### src/rtl/mesi_pkg.sv
`timescale 1ns/1ps
package mesi_pkg;
  typedef enum logic [1:0] {
    ST_I = 2'b00,
    ST_S = 2'b01,
    ST_E = 2'b10,
    ST_M = 2'b11
  } mesi_e;

  typedef enum logic [1:0] {
    CMD_IDLE = 2'b00,
    CMD_RD   = 2'b01,
    CMD_RDX  = 2'b10,
    CMD_INV  = 2'b11
  } bus_cmd_e;
endpackage

### src/rtl/mesi_line_store.sv
`timescale 1ns/1ps
module mesi_line_store
  import mesi_pkg::*;
#(
  parameter int SETS   = 4,
  parameter int TAG_W  = 6,
  parameter int DATA_W = 32,
  localparam int IDX_W = $clog2(SETS)
) (
  input  logic              clk,
  input  logic              rst_n,
  // local port: read and priority write
  input  logic [IDX_W-1:0]  a_idx,
  output mesi_e             a_state,
  output logic [TAG_W-1:0]  a_tag,
  output logic [DATA_W-1:0] a_data,
  input  logic              a_we,
  input  mesi_e             a_state_in,
  input  logic              a_tag_we,
  input  logic [TAG_W-1:0]  a_tag_in,
  input  logic              a_data_we,
  input  logic [DATA_W-1:0] a_data_in,
  // snoop port: read and state-only write
  input  logic [IDX_W-1:0]  b_idx,
  output mesi_e             b_state,
  output logic [TAG_W-1:0]  b_tag,
  output logic [DATA_W-1:0] b_data,
  input  logic              b_we,
  input  mesi_e             b_state_in
);
  mesi_e             st_v  [SETS];
  logic [TAG_W-1:0]  tag_v [SETS];
  logic [DATA_W-1:0] dat_v [SETS];

  for (genvar s = 0; s < SETS; s++) begin : g_line
    mesi_e             st_r;
    logic [TAG_W-1:0]  tag_r;
    logic [DATA_W-1:0] dat_r;
    logic              sel_a, sel_b;

    assign sel_a = a_we && (a_idx == IDX_W'(s));
    assign sel_b = b_we && (b_idx == IDX_W'(s));

    // local writes win over a snoop update of the same line
    always_ff @(posedge clk or negedge rst_n) begin
      if (!rst_n) begin
        st_r  <= ST_I;
        tag_r <= '0;
      end else if (sel_a) begin
        st_r <= a_state_in;
        if (a_tag_we) tag_r <= a_tag_in;
      end else if (sel_b) begin
        st_r <= b_state_in;
      end
    end

    always_ff @(posedge clk) begin
      if (sel_a && a_data_we) dat_r <= a_data_in;
    end

    assign st_v[s]  = st_r;
    assign tag_v[s] = tag_r;
    assign dat_v[s] = dat_r;
  end

  assign a_state = st_v[a_idx];
  assign a_tag   = tag_v[a_idx];
  assign a_data  = dat_v[a_idx];
  assign b_state = st_v[b_idx];
  assign b_tag   = tag_v[b_idx];
  assign b_data  = dat_v[b_idx];
endmodule

### src/rtl/mesi_snoop.sv
`timescale 1ns/1ps
module mesi_snoop
  import mesi_pkg::*;
#(
  parameter int ADDR_W = 8,
  parameter int IDX_W  = 2,
  parameter int ID_W   = 2,
  parameter int DATA_W = 32,
  parameter logic [ID_W-1:0] OWN_ID = '0,
  localparam int TAG_W = ADDR_W - IDX_W
) (
  input  logic              clk,
  input  logic              rst_n,
  input  bus_cmd_e          cmd,
  input  logic [ADDR_W-1:0] addr,
  input  logic [ID_W-1:0]   id,
  output logic [IDX_W-1:0]  line_idx,
  input  mesi_e             line_state,
  input  logic [TAG_W-1:0]  line_tag,
  input  logic [DATA_W-1:0] line_data,
  output logic              upd_en,
  output mesi_e             upd_state,
  output logic              shared,
  output logic              supply,
  output logic [DATA_W-1:0] sup_data
);
  logic foreign, hit;

  assign line_idx = addr[IDX_W-1:0];
  assign foreign  = (cmd != CMD_IDLE) && (id != OWN_ID);
  assign hit      = foreign && (line_state != ST_I) && (line_tag == addr[ADDR_W-1:IDX_W]);

  always_comb begin
    shared    = 1'b0;
    supply    = 1'b0;
    upd_en    = 1'b0;
    upd_state = line_state;
    if (hit) begin
      unique case (cmd)
        CMD_RD: begin
          shared    = 1'b1;
          supply    = (line_state == ST_M);
          upd_en    = 1'b1;
          upd_state = ST_S;
        end
        CMD_RDX: begin
          shared    = 1'b1;
          supply    = (line_state == ST_M);
          upd_en    = 1'b1;
          upd_state = ST_I;
        end
        CMD_INV: begin
          upd_en    = 1'b1;
          upd_state = ST_I;
        end
        default: ;
      endcase
    end
  end

  assign sup_data = supply ? line_data : '0;

  // commands tagged with this cache's own ID stay silent
  a_r7_own_id_quiet: assert property (@(posedge clk) disable iff (!rst_n)
    (cmd != CMD_IDLE && id == OWN_ID) |-> (!shared && !supply && !upd_en));

  // dirty data is only ever supplied together with the shared flag
  a_r4_supply_with_shared: assert property (@(posedge clk) disable iff (!rst_n)
    supply |-> shared);

  // an invalidate never reports a copy
  a_r6_inv_not_shared: assert property (@(posedge clk) disable iff (!rst_n)
    (cmd == CMD_INV) |-> !shared);
endmodule

### src/rtl/mesi_req_fsm.sv
`timescale 1ns/1ps
module mesi_req_fsm
  import mesi_pkg::*;
#(
  parameter int ADDR_W = 8,
  parameter int IDX_W  = 2,
  parameter int DATA_W = 32,
  localparam int TAG_W = ADDR_W - IDX_W
) (
  input  logic              clk,
  input  logic              rst_n,
  input  logic              cpu_req_valid,
  output logic              cpu_req_ready,
  input  logic              cpu_req_write,
  input  logic [ADDR_W-1:0] cpu_req_addr,
  input  logic [DATA_W-1:0] cpu_req_wdata,
  output logic              cpu_rsp_valid,
  output logic [DATA_W-1:0] cpu_rsp_rdata,
  // line store, local port
  output logic [IDX_W-1:0]  la_idx,
  input  mesi_e             la_state,
  input  logic [TAG_W-1:0]  la_tag,
  input  logic [DATA_W-1:0] la_data,
  output logic              wa_en,
  output mesi_e             wa_state,
  output logic              wa_tag_en,
  output logic [TAG_W-1:0]  wa_tag,
  output logic              wa_data_en,
  output logic [DATA_W-1:0] wa_data,
  // snoop activity this cycle
  input  logic              snp_upd_en,
  input  logic [IDX_W-1:0]  snp_idx,
  // bus master side
  output logic              bus_req,
  input  logic              bus_gnt,
  output bus_cmd_e          bus_cmd,
  output logic [ADDR_W-1:0] bus_addr,
  input  logic              fill_valid,
  input  logic              fill_shared,
  input  logic [DATA_W-1:0] fill_data,
  // victim write-back stream
  output logic              wb_valid,
  input  logic              wb_ready,
  output logic [ADDR_W-1:0] wb_addr,
  output logic [DATA_W-1:0] wb_data
);
  typedef enum logic [2:0] {F_IDLE, F_CHECK, F_WB, F_ARB, F_FILL} seq_e;

  seq_e              st_q, st_d;
  logic              wr_q;
  logic [ADDR_W-1:0] addr_q;
  logic [DATA_W-1:0] wdata_q;
  logic              rsp_fire;
  logic [DATA_W-1:0] rsp_data;
  logic [TAG_W-1:0]  req_tag;
  logic              hit, clash;
  bus_cmd_e          arb_cmd;

  assign la_idx  = addr_q[IDX_W-1:0];
  assign req_tag = addr_q[ADDR_W-1:IDX_W];
  assign hit     = (la_state != ST_I) && (la_tag == req_tag);
  assign clash   = snp_upd_en && (snp_idx == la_idx);

  // the command is chosen from the line as it stands at grant time
  always_comb begin
    if (!wr_q)                      arb_cmd = CMD_RD;
    else if (hit && la_state == ST_S) arb_cmd = CMD_INV;
    else                            arb_cmd = CMD_RDX;
  end

  assign cpu_req_ready = (st_q == F_IDLE);
  assign bus_cmd       = bus_req ? arb_cmd : CMD_IDLE;
  assign bus_addr      = addr_q;
  assign wb_addr       = {la_tag, la_idx};
  assign wb_data       = la_data;
  assign wa_tag        = req_tag;

  always_comb begin
    st_d       = st_q;
    wa_en      = 1'b0;
    wa_state   = ST_I;
    wa_tag_en  = 1'b0;
    wa_data_en = 1'b0;
    wa_data    = wdata_q;
    rsp_fire   = 1'b0;
    rsp_data   = la_data;
    bus_req    = 1'b0;
    wb_valid   = 1'b0;
    unique case (st_q)
      F_IDLE: if (cpu_req_valid) st_d = F_CHECK;
      F_CHECK: begin
        if (!clash) begin
          if (hit && !wr_q) begin
            rsp_fire = 1'b1;
            st_d     = F_IDLE;
          end else if (hit && la_state != ST_S) begin
            wa_en      = 1'b1;
            wa_state   = ST_M;
            wa_data_en = 1'b1;
            rsp_fire   = 1'b1;
            rsp_data   = wdata_q;
            st_d       = F_IDLE;
          end else if (hit) begin
            st_d = F_ARB;
          end else if (la_state == ST_M) begin
            st_d = F_WB;
          end else begin
            wa_en    = (la_state != ST_I);
            wa_state = ST_I;
            st_d     = F_ARB;
          end
        end
      end
      F_WB: begin
        wb_valid = 1'b1;
        if (wb_ready) begin
          wa_en    = 1'b1;
          wa_state = ST_I;
          st_d     = F_ARB;
        end
      end
      F_ARB: begin
        bus_req = 1'b1;
        if (bus_gnt) begin
          if (arb_cmd == CMD_INV) begin
            wa_en      = 1'b1;
            wa_state   = ST_M;
            wa_data_en = 1'b1;
            rsp_fire   = 1'b1;
            rsp_data   = wdata_q;
            st_d       = F_IDLE;
          end else begin
            st_d = F_FILL;
          end
        end
      end
      F_FILL: begin
        if (fill_valid) begin
          wa_en      = 1'b1;
          wa_tag_en  = 1'b1;
          wa_data_en = 1'b1;
          if (wr_q) begin
            wa_state = ST_M;
            wa_data  = wdata_q;
          end else begin
            wa_state = fill_shared ? ST_S : ST_E;
            wa_data  = fill_data;
          end
          rsp_fire = 1'b1;
          rsp_data = wa_data;
          st_d     = F_IDLE;
        end
      end
      default: st_d = F_IDLE;
    endcase
  end

  always_ff @(posedge clk or negedge rst_n) begin
    if (!rst_n) begin
      st_q          <= F_IDLE;
      wr_q          <= 1'b0;
      addr_q        <= '0;
      wdata_q       <= '0;
      cpu_rsp_valid <= 1'b0;
      cpu_rsp_rdata <= '0;
    end else begin
      st_q          <= st_d;
      cpu_rsp_valid <= rsp_fire;
      if (rsp_fire) cpu_rsp_rdata <= rsp_data;
      if (cpu_req_valid && cpu_req_ready) begin
        wr_q    <= cpu_req_write;
        addr_q  <= cpu_req_addr;
        wdata_q <= cpu_req_wdata;
      end
    end
  end

  // no bus request while a victim is being written back
  a_r11_wb_before_req: assert property (@(posedge clk) disable iff (!rst_n)
    wb_valid |-> !bus_req);

  // write-back held stable until accepted
  a_r11_wb_hold: assert property (@(posedge clk) disable iff (!rst_n)
    (wb_valid && !wb_ready) |=> (wb_valid && $stable(wb_addr) && $stable(wb_data)));

  // request held with the same address until granted
  a_r13_req_hold: assert property (@(posedge clk) disable iff (!rst_n)
    (bus_req && !bus_gnt) |=> (bus_req && $stable(bus_addr)));

  // no response in the cycle right after acceptance
  a_r2_rsp_latency: assert property (@(posedge clk) disable iff (!rst_n)
    (cpu_req_valid && cpu_req_ready) |=> !cpu_rsp_valid);
endmodule

### src/rtl/mesi_line_ctrl.sv
`timescale 1ns/1ps
module mesi_line_ctrl
  import mesi_pkg::*;
#(
  parameter int ADDR_W  = 8,
  parameter int SETS    = 4,
  parameter int DATA_W  = 32,
  parameter int ID_W    = 2,
  parameter int NODE_ID = 0
) (
  input  logic              clk,
  input  logic              rst_n,
  input  logic              cpu_req_valid,
  output logic              cpu_req_ready,
  input  logic              cpu_req_write,
  input  logic [ADDR_W-1:0] cpu_req_addr,
  input  logic [DATA_W-1:0] cpu_req_wdata,
  output logic              cpu_rsp_valid,
  output logic [DATA_W-1:0] cpu_rsp_rdata,
  output logic              bus_req,
  input  logic              bus_gnt,
  output logic [1:0]        bus_cmd,
  output logic [ADDR_W-1:0] bus_addr,
  output logic [ID_W-1:0]   bus_id,
  input  logic              fill_valid,
  input  logic              fill_shared,
  input  logic [DATA_W-1:0] fill_data,
  output logic              wb_valid,
  input  logic              wb_ready,
  output logic [ADDR_W-1:0] wb_addr,
  output logic [DATA_W-1:0] wb_data,
  input  logic [1:0]        snp_cmd,
  input  logic [ADDR_W-1:0] snp_addr,
  input  logic [ID_W-1:0]   snp_id,
  output logic              snp_shared,
  output logic              snp_supply,
  output logic [DATA_W-1:0] snp_data
);
  localparam int IDX_W = $clog2(SETS);
  localparam int TAG_W = ADDR_W - IDX_W;
  localparam logic [ID_W-1:0] OWN_ID = ID_W'(NODE_ID);

  logic [IDX_W-1:0]  la_idx, sb_idx;
  mesi_e             la_state, sb_state, wa_state, sb_upd_state;
  logic [TAG_W-1:0]  la_tag, sb_tag, wa_tag;
  logic [DATA_W-1:0] la_data, sb_data, wa_data;
  logic              wa_en, wa_tag_en, wa_data_en, sb_upd_en;
  bus_cmd_e          fsm_cmd;

  assign bus_id  = OWN_ID;
  assign bus_cmd = fsm_cmd;

  mesi_line_store #(.SETS(SETS), .TAG_W(TAG_W), .DATA_W(DATA_W)) u_store (
    .clk(clk), .rst_n(rst_n),
    .a_idx(la_idx), .a_state(la_state), .a_tag(la_tag), .a_data(la_data),
    .a_we(wa_en), .a_state_in(wa_state), .a_tag_we(wa_tag_en), .a_tag_in(wa_tag),
    .a_data_we(wa_data_en), .a_data_in(wa_data),
    .b_idx(sb_idx), .b_state(sb_state), .b_tag(sb_tag), .b_data(sb_data),
    .b_we(sb_upd_en), .b_state_in(sb_upd_state)
  );

  mesi_snoop #(.ADDR_W(ADDR_W), .IDX_W(IDX_W), .ID_W(ID_W), .DATA_W(DATA_W),
               .OWN_ID(OWN_ID)) u_snoop (
    .clk(clk), .rst_n(rst_n),
    .cmd(bus_cmd_e'(snp_cmd)), .addr(snp_addr), .id(snp_id),
    .line_idx(sb_idx), .line_state(sb_state), .line_tag(sb_tag), .line_data(sb_data),
    .upd_en(sb_upd_en), .upd_state(sb_upd_state),
    .shared(snp_shared), .supply(snp_supply), .sup_data(snp_data)
  );

  mesi_req_fsm #(.ADDR_W(ADDR_W), .IDX_W(IDX_W), .DATA_W(DATA_W)) u_fsm (
    .clk(clk), .rst_n(rst_n),
    .cpu_req_valid(cpu_req_valid), .cpu_req_ready(cpu_req_ready),
    .cpu_req_write(cpu_req_write), .cpu_req_addr(cpu_req_addr),
    .cpu_req_wdata(cpu_req_wdata), .cpu_rsp_valid(cpu_rsp_valid),
    .cpu_rsp_rdata(cpu_rsp_rdata),
    .la_idx(la_idx), .la_state(la_state), .la_tag(la_tag), .la_data(la_data),
    .wa_en(wa_en), .wa_state(wa_state), .wa_tag_en(wa_tag_en), .wa_tag(wa_tag),
    .wa_data_en(wa_data_en), .wa_data(wa_data),
    .snp_upd_en(sb_upd_en), .snp_idx(sb_idx),
    .bus_req(bus_req), .bus_gnt(bus_gnt), .bus_cmd(fsm_cmd), .bus_addr(bus_addr),
    .fill_valid(fill_valid), .fill_shared(fill_shared), .fill_data(fill_data),
    .wb_valid(wb_valid), .wb_ready(wb_ready), .wb_addr(wb_addr), .wb_data(wb_data)
  );

  // idle code whenever the bus is not requested
  a_r13_idle_cmd: assert property (@(posedge clk) disable iff (!rst_n)
    !bus_req |-> (bus_cmd == 2'b00));
endmodule

### config.mk
export PLATFORM = sky130hd
export DESIGN_NAME = mesi_line_ctrl
export DESIGN_NICKNAME = d
export VERILOG_FILES = /design/src/rtl/mesi_pkg.sv /design/src/rtl/mesi_line_store.sv /design/src/rtl/mesi_snoop.sv /design/src/rtl/mesi_req_fsm.sv /design/src/rtl/mesi_line_ctrl.sv
export SDC_FILE = /design/constraint.sdc
export NUM_CORES = 1
export LEC_CHECK = 0
export BUFFER_PORTS_ARGS = -buffer_cell sky130_fd_sc_hd__buf_2
export CAP_MARGIN = 20
export CELL_PAD_IN_SITES_DETAIL_PLACEMENT = 0
export CELL_PAD_IN_SITES_GLOBAL_PLACEMENT = 1
export CORE_MARGIN = 2
export CORE_UTILIZATION = 40
export CTS_CLUSTER_DIAMETER = 60
export DETAILED_ROUTE_END_ITERATION = 16
export PLACE_DENSITY = 0.71
export SYNTH_ARGS = -nofsm -noshare
export SYNTH_HDL_FRONTEND = slang
export SYNTH_HIERARCHICAL = 1
export SYNTH_SLANG_ARGS = --single-unit
### constraint.sdc
create_clock -name clk -period 6.5 [get_ports clk]
set_clock_uncertainty 0.15 [all_clocks]
set_input_delay 0.325 -clock clk [delete_from_list [all_inputs] [get_ports clk]]
set_output_delay 0.325 -clock clk [all_outputs]
set_load 0.02 [all_outputs]
; ---- Word-level counts from Yosys, hierarchy flattened
; Index checks and enable logic that the tools add are counted.
[word_totals]
reg_bits = 237
out_inout_bits = 122
inputBits = 92
[classes]
n_reduce_logical = 41
muxes = 88
magnitude_cmp = 2
eq_ne = 26
bitwise_logic = 2
[ops]
columns = op, n
row1 = two-way mux 32 bit, 14
row2 = binary-select mux 32 bit (select 2 bit), 2
row3 = one-hot mux 32 bit (3 select lines), 1
row4 = two-way mux 2 bit, 23
row5 = two-way mux 3 bit, 9
row6 = two-way mux 1 bit, 25
row7 = binary-select mux 6 bit (select 2 bit), 2
row8 = two-way mux 6 bit, 4
row9 = logical AND 1 bit, 21
row10 = "equality test 2 bit, second input constant", 9
row11 = nonzero test 2 bit, 8
row12 = one-hot mux 3 bit (5 select lines), 1
row13 = equality test 6 bit, 2
row14 = "!= test 2 bit, second input constant", 5
row15 = binary-select mux 2 bit (select 2 bit), 2
row16 = "equality test 2 x 1 -> 1 bit, second input constant", 4
row17 = AND reduction 2 bit, 4
row18 = "equality test 3 x 2 -> 1 bit, second input constant", 2
row19 = ">= comparator 3 bit, second input constant", 2
row20 = inverter 2 -> 3 bit, 2
row21 = one-hot mux 1 bit (3 select lines), 2
row22 = one-hot mux 2 bit (3 select lines), 1
row23 = AND reduction 5 bit, 1
row24 = logical NOT 2 bit, 2
row25 = other kinds (10), 11

; ---- Depth between registers and ports, before layout
; Gate-level depths: netlist of the first run.
[depth]
ltp_word = 15
depth_mapped = 15
ltp_nobuf = 11

; ---- Cells and area by module
; The synthesis of the first run kept the hierarchy.
[by_module_without_submodules]
columns = mod, cells_per_inst, n_inst, area_each_um2
row1 = mesi_line_store, 325, 1, 7161.9
row2 = mesi_req_fsm, 457, 1, 4287.9
row3 = mesi_snoop, 61, 1, 461.7
row4 = mesi_line_ctrl, 3, 1, 18.8

; ---- Least setup slack after synthesis of the first run
; OpenSTA, ideal clock, no wires.
[synth_timing]
kind = register to register
start = register u_fsm.addr_q[0], in the netlist u_fsm/bus_addr[0]
end = register u_store.g_line[3].dat_r[0] (enable)
stages_incl_launch_ff = 14
slack_ps = 1303
path_buffers = 4
required_ps = 5929
arrival_time_ps = 4626
setup_ps = 421
synth_period_minus_slack_ps = 5197
cell_sequence = dfrtp_1 -> buf_4 -> buf_6 -> buf_6 -> mux4_2 -> xor2_1 -> or4_4 -> nor4_4 -> mux2_2 -> nand3_1 -> o211ai_1 -> buf_2 -> nand3_1 -> nor2_1
[synth_between]
elab_chain_len = 15
elab_cells_between_ends = 36
classes_between = eq/ne (7) / mux (20) / bitwise (1) / reduce/logical (8)
[synth_lines]
columns = item, line_no
row1 = "start, declared", mesi_req_fsm.sv:51  ; logic [ADDR_W-1:0] addr_q;
row2 = "start signal, assigned", mesi_req_fsm.sv:172  ; addr_q <= cpu_req_addr;
row3 = inverter 2 -> 3 bit (not written as such) (*), mesi_line_store.sv:67  ; assign a_tag = tag_v[a_idx];
row4 = binary-select mux 6 bit (select 2 bit) (*), mesi_line_store.sv:67
row5 = two-way mux 6 bit (not written as such) (*) (2 in a row), mesi_line_store.sv:67
row6 = net la_tag[3], mesi_line_ctrl.sv:45  ; logic [TAG_W-1:0] la_tag, sb_tag, wa_tag;
row7 = equality test 6 bit (*), mesi_req_fsm.sv:61  ; assign hit = (la_state != ST_I) && (la_tag == req_tag);
row8 = logical AND 1 bit (*), mesi_req_fsm.sv:61
row9 = logical AND 1 bit, mesi_req_fsm.sv:67  ; else if (hit && la_state == ST_S) arb_cmd = CMD_INV;
row10 = two-way mux 1 bit, mesi_req_fsm.sv:67
row11 = two-way mux 2 bit, mesi_req_fsm.sv:66  ; if (!wr_q) arb_cmd = CMD_RD;
row12 = equality test 2 bit, mesi_req_fsm.sv:125  ; if (arb_cmd == CMD_INV) begin
row13 = two-way mux 1 bit, mesi_req_fsm.sv:125
row14 = two-way mux 1 bit, mesi_req_fsm.sv:124  ; if (bus_gnt) begin
row15 = one-hot mux 1 bit (4 select lines) (*), mesi_req_fsm.sv:89  ; unique case (st_q)
row16 = net wa_en, mesi_line_ctrl.sv:47  ; logic wa_en, wa_tag_en, wa_data_en, sb_upd_en;
row17 = logical AND 1 bit (*), mesi_line_store.sv:41  ; assign sel_a = a_we && (a_idx == IDX_W'(s));
row18 = logical AND 1 bit (*), mesi_line_store.sv:58  ; if (sel_a && a_data_we) dat_r <= a_data_in;
row19 = "end signal, assigned", mesi_line_store.sv:58
row20 = "end, declared", mesi_line_store.sv:38  ; logic [DATA_W-1:0] dat_r;
; The timed path passes the listed nets; every way through them passes the cells marked *. The select of a mux whose other input is x is not followed.
; A chain may end at the register's enable or synchronous reset.

; ---- Worst setup path in the final report of the first run
[layout_timing]
start = register u_fsm.addr_q[0], in the netlist u_fsm/bus_addr[0]
end = register u_store.g_line[3].dat_r[13] (enable)
[layout_between]
elab_chain_len = 15
elab_cells_between_ends = 36
classes_between = eq/ne (7) / mux (20) / bitwise (1) / reduce/logical (8)
[layout_lines]
columns = item, line_no
row1 = inverter 2 -> 3 bit (not written as such), "mesi_line_store.sv:66, mesi_line_store.sv:67"
row2 = binary-select mux 6 bit (select 2 bit) or binary-select mux 2 bit (select 2 bit) (tied branches), "mesi_line_store.sv:67, mesi_line_store.sv:66"
row3 = two-way mux 6 bit (not written as such) or two-way mux 2 bit (tied branches) (2 in a row), "mesi_line_store.sv:67, mesi_line_store.sv:66"
row4 = equality test 6 bit or nonzero test 2 bit (tied branches), "mesi_req_fsm.sv:61, mesi_req_fsm.sv:108"
row5 = logical AND 1 bit, mesi_req_fsm.sv:61
row6 = logical AND 1 bit, mesi_req_fsm.sv:67
row7 = two-way mux 1 bit, mesi_req_fsm.sv:67
row8 = two-way mux 2 bit, mesi_req_fsm.sv:66
row9 = equality test 2 bit, mesi_req_fsm.sv:125
row10 = two-way mux 1 bit, mesi_req_fsm.sv:125
row11 = two-way mux 1 bit, mesi_req_fsm.sv:124
row12 = one-hot mux 1 bit (4 select lines) (*), mesi_req_fsm.sv:89
row13 = net wa_en, mesi_line_ctrl.sv:47
row14 = logical AND 1 bit (*), mesi_line_store.sv:41
row15 = logical AND 1 bit (*), mesi_line_store.sv:58
; Marked as above.

==> results of run 1 <==
logic make-up (layout without fill, tap and decap cells):
kind of cell / count (synthesis) / after routing / synth area share (%)
other cells: 1 / 2 / 0.0314
buf+inv: 113 / 359 / 6.30
fa+ha+maj: 5 / 5 / 0.524
mux: 157 / 157 / 22.3
simple gates: 229 / 229 / 9.59
compound gates: 91 / 91 / 5.19
flops: 237 / 237 / 55.1
xor+xnor: 13 / 13 / 0.954
layer usage:
metal | global-route usage [%] | routed length, um | vias to the layer above
li1 | - | - | 3600
met1 | 27.0 | 13400 | 4034
met2 | 34.5 | 15700 | 270
met3 | 3.33 | 1960 | 36
met4 | 4.65 | 496 | 0
met5 | 0 | 0 | -
final cells by class:
| class | instances | area [um2] | share of cell area, % |
|---|---|---|---|
| flip-flops and latches | 237 | 6580 | 45.0 |
| multi-input cells | 497 | 4650 | 31.8 |
| repair buffers | 297 | 1900 | 13.0 |
| clock buffers | 36 | 752 | 5.14 |
| well taps | 390 | 488 | 3.34 |
| clock inverters | 16 | 214 | 1.46 |
| inverters | 10 | 37.5 | 0.257 |
Yosys cell counts, drive strengths merged (2+ instances only):
master / number / area (um2)
edfxtp: 128 / 3840
dfrtp: 109 / 2730
nand2: 106 / 398
buf: 87 / 654
mux4: 80 / 1800
mux2: 70 / 792
nor2: 49 / 184
and2: 37 / 231
a31oi: 34 / 213
a22oi: 32 / 240
clkbuf: 16 / 60.1
a21oi: 10 / 50.1
inv: 10 / 37.5
mux2i: 7 / 70.1
xor2: 7 / 61.3
xnor2: 6 / 52.6
ha: 5 / 62.6
nand3: 5 / 25.0
nor3: 5 / 47.5
nor3b: 5 / 37.5
nor2b: 4 / 32.5
o21ai: 4 / 20.0
nand3b: 3 / 22.5
nor4: 3 / 33.8
a41o: 2 / 21.3
nand4: 2 / 18.8
nand4b: 2 / 38.8
nor4b: 2 / 17.5
o211ai: 2 / 15.0
or4: 2 / 22.5
worst max path at each step:
stage | slack, ns | depth (start not counted) | to
after CTS | 1.0 | 9 | u_store/g_line[3].dat_r[13]
after global routing | 0.59 | 9 | u_store/g_line[3].dat_r[13]
after floorplan | 1.30 | 13 | u_store/g_line[3].dat_r[0]
after detailed placement | 0.98 | 9 | u_store/g_line[3].dat_r[16]
final | 1.03 | 9 | u_store/g_line[3].dat_r[13]
after global placement | 1.11 | 9 | u_store/g_line[2].dat_r[13]
flip-flops by register name (all words and copies together), names as in the netlist:
| signal | count |
|---|---|
| u_store/g_line.dat_r | 128 |
| u_fsm/bus_addr | 8 |
| u_fsm/cpu_rsp_rdata | 32 |
| u_fsm/wr_q | 1 |
| u_store/g_line.st_r | 8 |
| u_store/g_line.tag_r | 24 |
| u_fsm/wdata_q | 32 |
| u_fsm/st_q | 3 |
| u_fsm/cpu_rsp_valid | 1 |
per-stage QoR:
stage	utilization, %	power, W	setup slack, ns	hold slack, ns	instances
3_5_place_dp	43.7	0.00460	0.985	0.272	1356
5_1_grt	49.6	0.00656	0.594	0.0317	1483
3_3_place_gp	43.7	0.00457	1.11	0.269	1356
2_1_floorplan	-	0.00407	1.30	-0.121	847
6_report	49.6	0.00621	1.03	0.0361	1483
4_1_cts	49.5	0.00627	0.995	0.0154	1482
power breakdown:
group	internal [W]	total, W	switching, W
clock	0.000986	0.00161	0.000628
sequential	0.00201	0.00234	0.000330
combinational	0.000943	0.00225	0.00131
total	0.00394	0.00621	0.00227
critical path, cell delays in order, from the launching register on:
cell	delay (ns)
dfrtp_4	0.69
buf_4	0.61
mux4_2	0.60
xor2_1	0.18
nor4_4	0.55
nand2_1	0.16
o211ai_1	0.78
nand3_1	0.36
nor2_4	0.72
buf_4	0.33
==> results_dict.tcl, run 1 <==
set metrics [dict create \
    outcome "finished, final reports clean" \
    post_dp_hpwl_um 20500 \
    route.detailed.vias_per_inst 5.35 \
    gr-total-overflow 0 \
    clock-sinks 237 \
    cp.arrival_ns 5.55 \
    syn_area_per_cell_um2 14.1 \
    setup_tns_ns 0 \
    worst_rel_slew_slack_pct 37.5 \
    synthArstFlopShare_pct 46.0 \
    timing.critical_path.from "u_fsm/bus_addr[0]" \
    yosys_warnings 6 \
    finalSetupViolations 0 \
    path_class_of_the_lowest_slack_min_delay_path "in2reg" \
    setup_repair_after_global_routing_missed_its_margin "no" \
    rows 63 \
    cts_tree "done" \
    post_cts.repair.setup_buffers 0 \
    setup.worst_path.end_class "flop" \
    share_of_the_yosys_chip_area_belonging_to_registers_pct 55.1 \
    port-buffer-count 211 \
    worst-setup-path-type "reg2reg" \
    postRouteWirelength_um 31500 \
    rrSetupSlack_ns 1.03 \
    postCtsResizedCells 0 \
    final_number_of_hold_violating_endpoints 0 \
    layout.cell_area.non_filler_um2 14600 \
    wl_per_cell_um 21.3 \
    critical_path.reg2reg.endpoint "u_store/g_line[3].dat_r[13]" \
    initial_core_util_pct 40.5 \
    clk_pin_slew_ns 0.06 \
    max_fclk_ghz 0.183 \
    htree_levels 1 \
    routed-via-count 7940 \
    nets 1168 \
    antenna_violating_nets_left 0 \
    netlist-cell-type-count 51 \
    clk_lat_worst_skew_ns 0.53 \
    r2r_start "u_fsm/bus_addr[0]" \
    detail_route.drc_violations 0 \
    grt_first_pass_wirelength_um 47900 \
    cts-buffers-inserted 28 \
    number_of_primary_i_o_pins 214 \
    power_per_cell_area_nw_per_um2 425 \
    final_layout_size_suffix_gt1_share_pct 40.3 \
    firstDrtPassIters 5 \
    detailed_place.area_um2 12900 \
    grt_pass1_vias 8172 \
    slew_violations 0 \
    leakage_nw 6.08 \
    holdPathStages 3 \
    cap_viol_max_count 0 \
    worst-endpoint-required_ns 6.57 \
    hold_end "u_fsm/cpu_rsp_rdata[29]" \
    layout_min_cycle_time_ns 5.47 \
    grt_use_total_pct 20.2 \
    yosys_most_used_dff "edfxtp_1" \
    gp_routability_congestion 0.793 \
    first_iter_violations 629 \
    commonest_non_fill_non_tap_cell_in_the_layout "buf_2" \
    design.core.area_um2 29500 \
    antenna_found_initial 0 \
    max_slew.worst_pin.slew_ns 0.937 \
    cts_root_buffer "clkbuf_16" \
    path_max_fanout 32 \
    final_cell_mix "buf_2 (209), edfxtp_1 (128), dfrtp_1 (107), nand2_1 (105), mux4_2 (80)" \
    die_area_um2 31200 \
    syn_inst 846 \
    grt_max_degree 62 \
    worst_setup_path_start_kind "flop" \
    die_h_um 177 \
    num-fill-cells 2586 \
    min-delay-start "fill_data[29]" \
    synth_enable_flop_cells 128 \
    syn-cell-area_um2 11900 \
    n_antenna_cell 0 \
    postCtsHoldBufs 74 \
    area_growth_synth_to_finish_pct 22.5 \
    reg2regPathDepth 9 \
    period_utilization_post_route_pct 84.2 \
    die_w_um 177 \
    synth_seq_cells 237 \
    ir_drop_uv 226 \
    clk_path_buf_depth 3 \
]
(Power assumes the default switching activity.)
==> inputs of run 2 (changes only) <==
- PLACE_DENSITY: 0.71 -> 0.74
- clock period: 6.5 -> 4.7 ns (I/O delays scaled with it)
==> results_dict.tcl, run 2 (synthesized netlist as in run 1, its figures left out) <==
set metrics [dict create \
    outcome "finished, final reports clean" \
    firstDrtPassIters 5 \
    design.core.area_um2 29500 \
    post_cts.repair.setup_buffers 0 \
    reg_top3 "u_store/g_line.dat_r: 128 flops, u_fsm/cpu_rsp_rdata: 32 flops, u_fsm/wdata_q: 32 flops" \
    route.detailed.vias_per_inst 5.36 \
    finalSetupViolations 0 \
    number_of_primary_i_o_pins 214 \
    initial_core_util_pct 40.5 \
    rows 63 \
    worst_rel_slew_slack_pct 34.2 \
    gr-total-overflow 0 \
    worst-setup-path-type "reg2reg" \
    antenna_violating_nets_left 0 \
    die_h_um 177 \
    final_number_of_hold_violating_endpoints 0 \
    path_cells "mux4_2, inv_1, ha_1, or4_4, nor4_4, nand2_1, o211ai_1, nor3b_1, and2_2, buf_4" \
    cts_root_buffer "clkbuf_16" \
    first_iter_violations 568 \
    clk_lat_worst_skew_ns 0.54 \
    max_slew.worst_pin.slew_ns 0.988 \
    final_util_pct 50.4 \
    critical_path_buf_inv_count 2 \
    wl_per_cell_um 20.8 \
    cts-buffers-inserted 28 \
    internal-power_w 0.00566 \
    rrSetupSlack_ns 0.63 \
    multiInputGateArea_um2 4650 \
    grt_pass1_vias 8219 \
    die_area_um2 31200 \
    port-buffer-count 211 \
    max_fclk_ghz 0.245 \
    cap_viol_max_count 0 \
    grt_max_degree 64 \
    setup.worst_path.end_class "flop" \
    commonest_non_fill_non_tap_cell_in_the_layout "buf_2" \
    worst_setup_path_start_kind "flop" \
    postCtsHoldBufs 77 \
    area_growth_synth_to_finish_pct 24.5 \
    hold_end "u_fsm/st_q[0]" \
    htree_levels 1 \
    path_class_of_the_lowest_slack_min_delay_path "in2reg" \
    min-delay-start "cpu_req_valid" \
    num-fill-cells 2587 \
    path_max_fanout 16 \
    period_utilization_post_route_pct 86.7 \
    critical-path-max-stage-delay_ns 0.55 \
    holdPathStages 5 \
    ir_drop_uv 342 \
    nets 1184 \
    hold_ws_ns 0.166 \
    die_w_um 177 \
    clk_pin_slew_ns 0.06 \
    gp_routability_congestion 0.781 \
    worst-endpoint-required_ns 4.76 \
    clkPwrFrac_pct 27.3 \
    r2r_start "u_fsm/bus_addr[0]" \
    p_switching_w 0.00310 \
    sequentialPowerShare_pct 36.1 \
    setup_tns_ns 0 \
    detail_route.drc_violations 0 \
    n_antenna_cell 0 \
    final_layout_size_suffix_gt1_share_pct 41.1 \
    path_delay_family "simple AND/OR/NAND/NOR gates" \
    finalNonFillerCells 1499 \
    slew_violations 0 \
    final_cell_mix "buf_2 (209), edfxtp_1 (128), dfrtp_1 (107), nand2_1 (105), mux4_2 (80)" \
    comb_power_share_pct 36.5 \
    dp_cells 1368 \
    cp.arrival_ns 4.13 \
    max_reg_flops 128 \
    setup_repair_after_global_routing_missed_its_margin "no" \
    cts_tree "done" \
    postCtsResizedCells 0 \
    antenna_found_initial 0 \
    critical_path.reg2reg.endpoint "u_store/g_line[0].dat_r[14]" \
    timing.critical_path.slowest_stage_cell "or4_4" \
    ff_latch_area_um2 6580 \
    p_sw_share_pct 35.4 \
    routed-via-count 8029 \
    clk_path_buf_depth 3 \
    grt_first_pass_wirelength_um 47400 \
    layout_min_cycle_time_ns 4.07 \
    leakage_nw 6.21 \
    postRouteWirelength_um 31100 \
    grt_use_total_pct 19.8 \
    registers.top_by_ff_count "u_store/g_line.dat_r" \
    post_dp_hpwl_um 20100 \
    clock-sinks 237 \
    reg2regPathDepth 10 \
    power_per_cell_area_nw_per_um2 590 \
]
-- run 2: layout make-up --
cell class | instances | share of cell area (%)
clock buffers | 38 | 5.45
clock inverters | 14 | 1.58
inverters | 10 | 0.253
multi-input cells | 497 | 31.3
flip-flops and latches | 237 | 44.3
well taps | 390 | 3.29
repair buffers | 313 | 13.9
-- run 2: power by group through the flow --
stage	Clock [W]	Combinational, W	Sequential, W
final	0.00240	0.00320	0.00317
after global routing	0.00253	0.00348	0.00323
after CTS	0.00245	0.00323	0.00317
after detailed placement	0	0.00316	0.00320
after global placement	0	0.00312	0.00320
after floorplan	0	0.00237	0.00326
-- run 2: worst reg2reg max path, stage by stage (launching register included) --
cell and delay, ns:
dfrtp_4 0.54, mux4_2 0.40, inv_1 0.05, ha_1 0.20, or4_4 0.55, nor4_4 0.33
nand2_1 0.14, o211ai_1 0.41, nor3b_1 0.42, and2_2 0.24, buf_4 0.30
-- run 2: per-layer routing --
metal / GRT usage, % / wire (um)
met5: 0 / 0
met4: 4.27 / 487
met3: 3.41 / 2050
met2: 32.9 / 15200
met1: 27.5 / 13400
-- run 2: worst max path at each step --
stage / cells past startpoint / startpoint / endpoint
final: 10 / u_fsm/bus_addr[0] / u_store/g_line[0].dat_r[14]
after global routing: 10 / u_fsm/bus_addr[0] / u_store/g_line[0].dat_r[14]
after global placement: 9 / u_fsm/bus_addr[0] / u_store/g_line[2].dat_r[6]
after detailed placement: 9 / u_fsm/bus_addr[0] / u_store/g_line[1].dat_r[6]
after floorplan: 13 / u_fsm/bus_addr[0] / u_store/g_line[3].dat_r[0]
after CTS: 9 / u_fsm/bus_addr[0] / u_store/g_line[1].dat_r[17]
-- run 2: per-stage QoR --
stage	worst slack, ns	total power [W]	area [um2]
final	0.625	0.00877	14800
after global routing	0.395	0.00924	14800
after floorplan	0.0236	0.00562	11900
after CTS	0.329	0.00885	14800
after global placement	0.443	0.00632	13000
after detailed placement	0.385	0.00637	13000
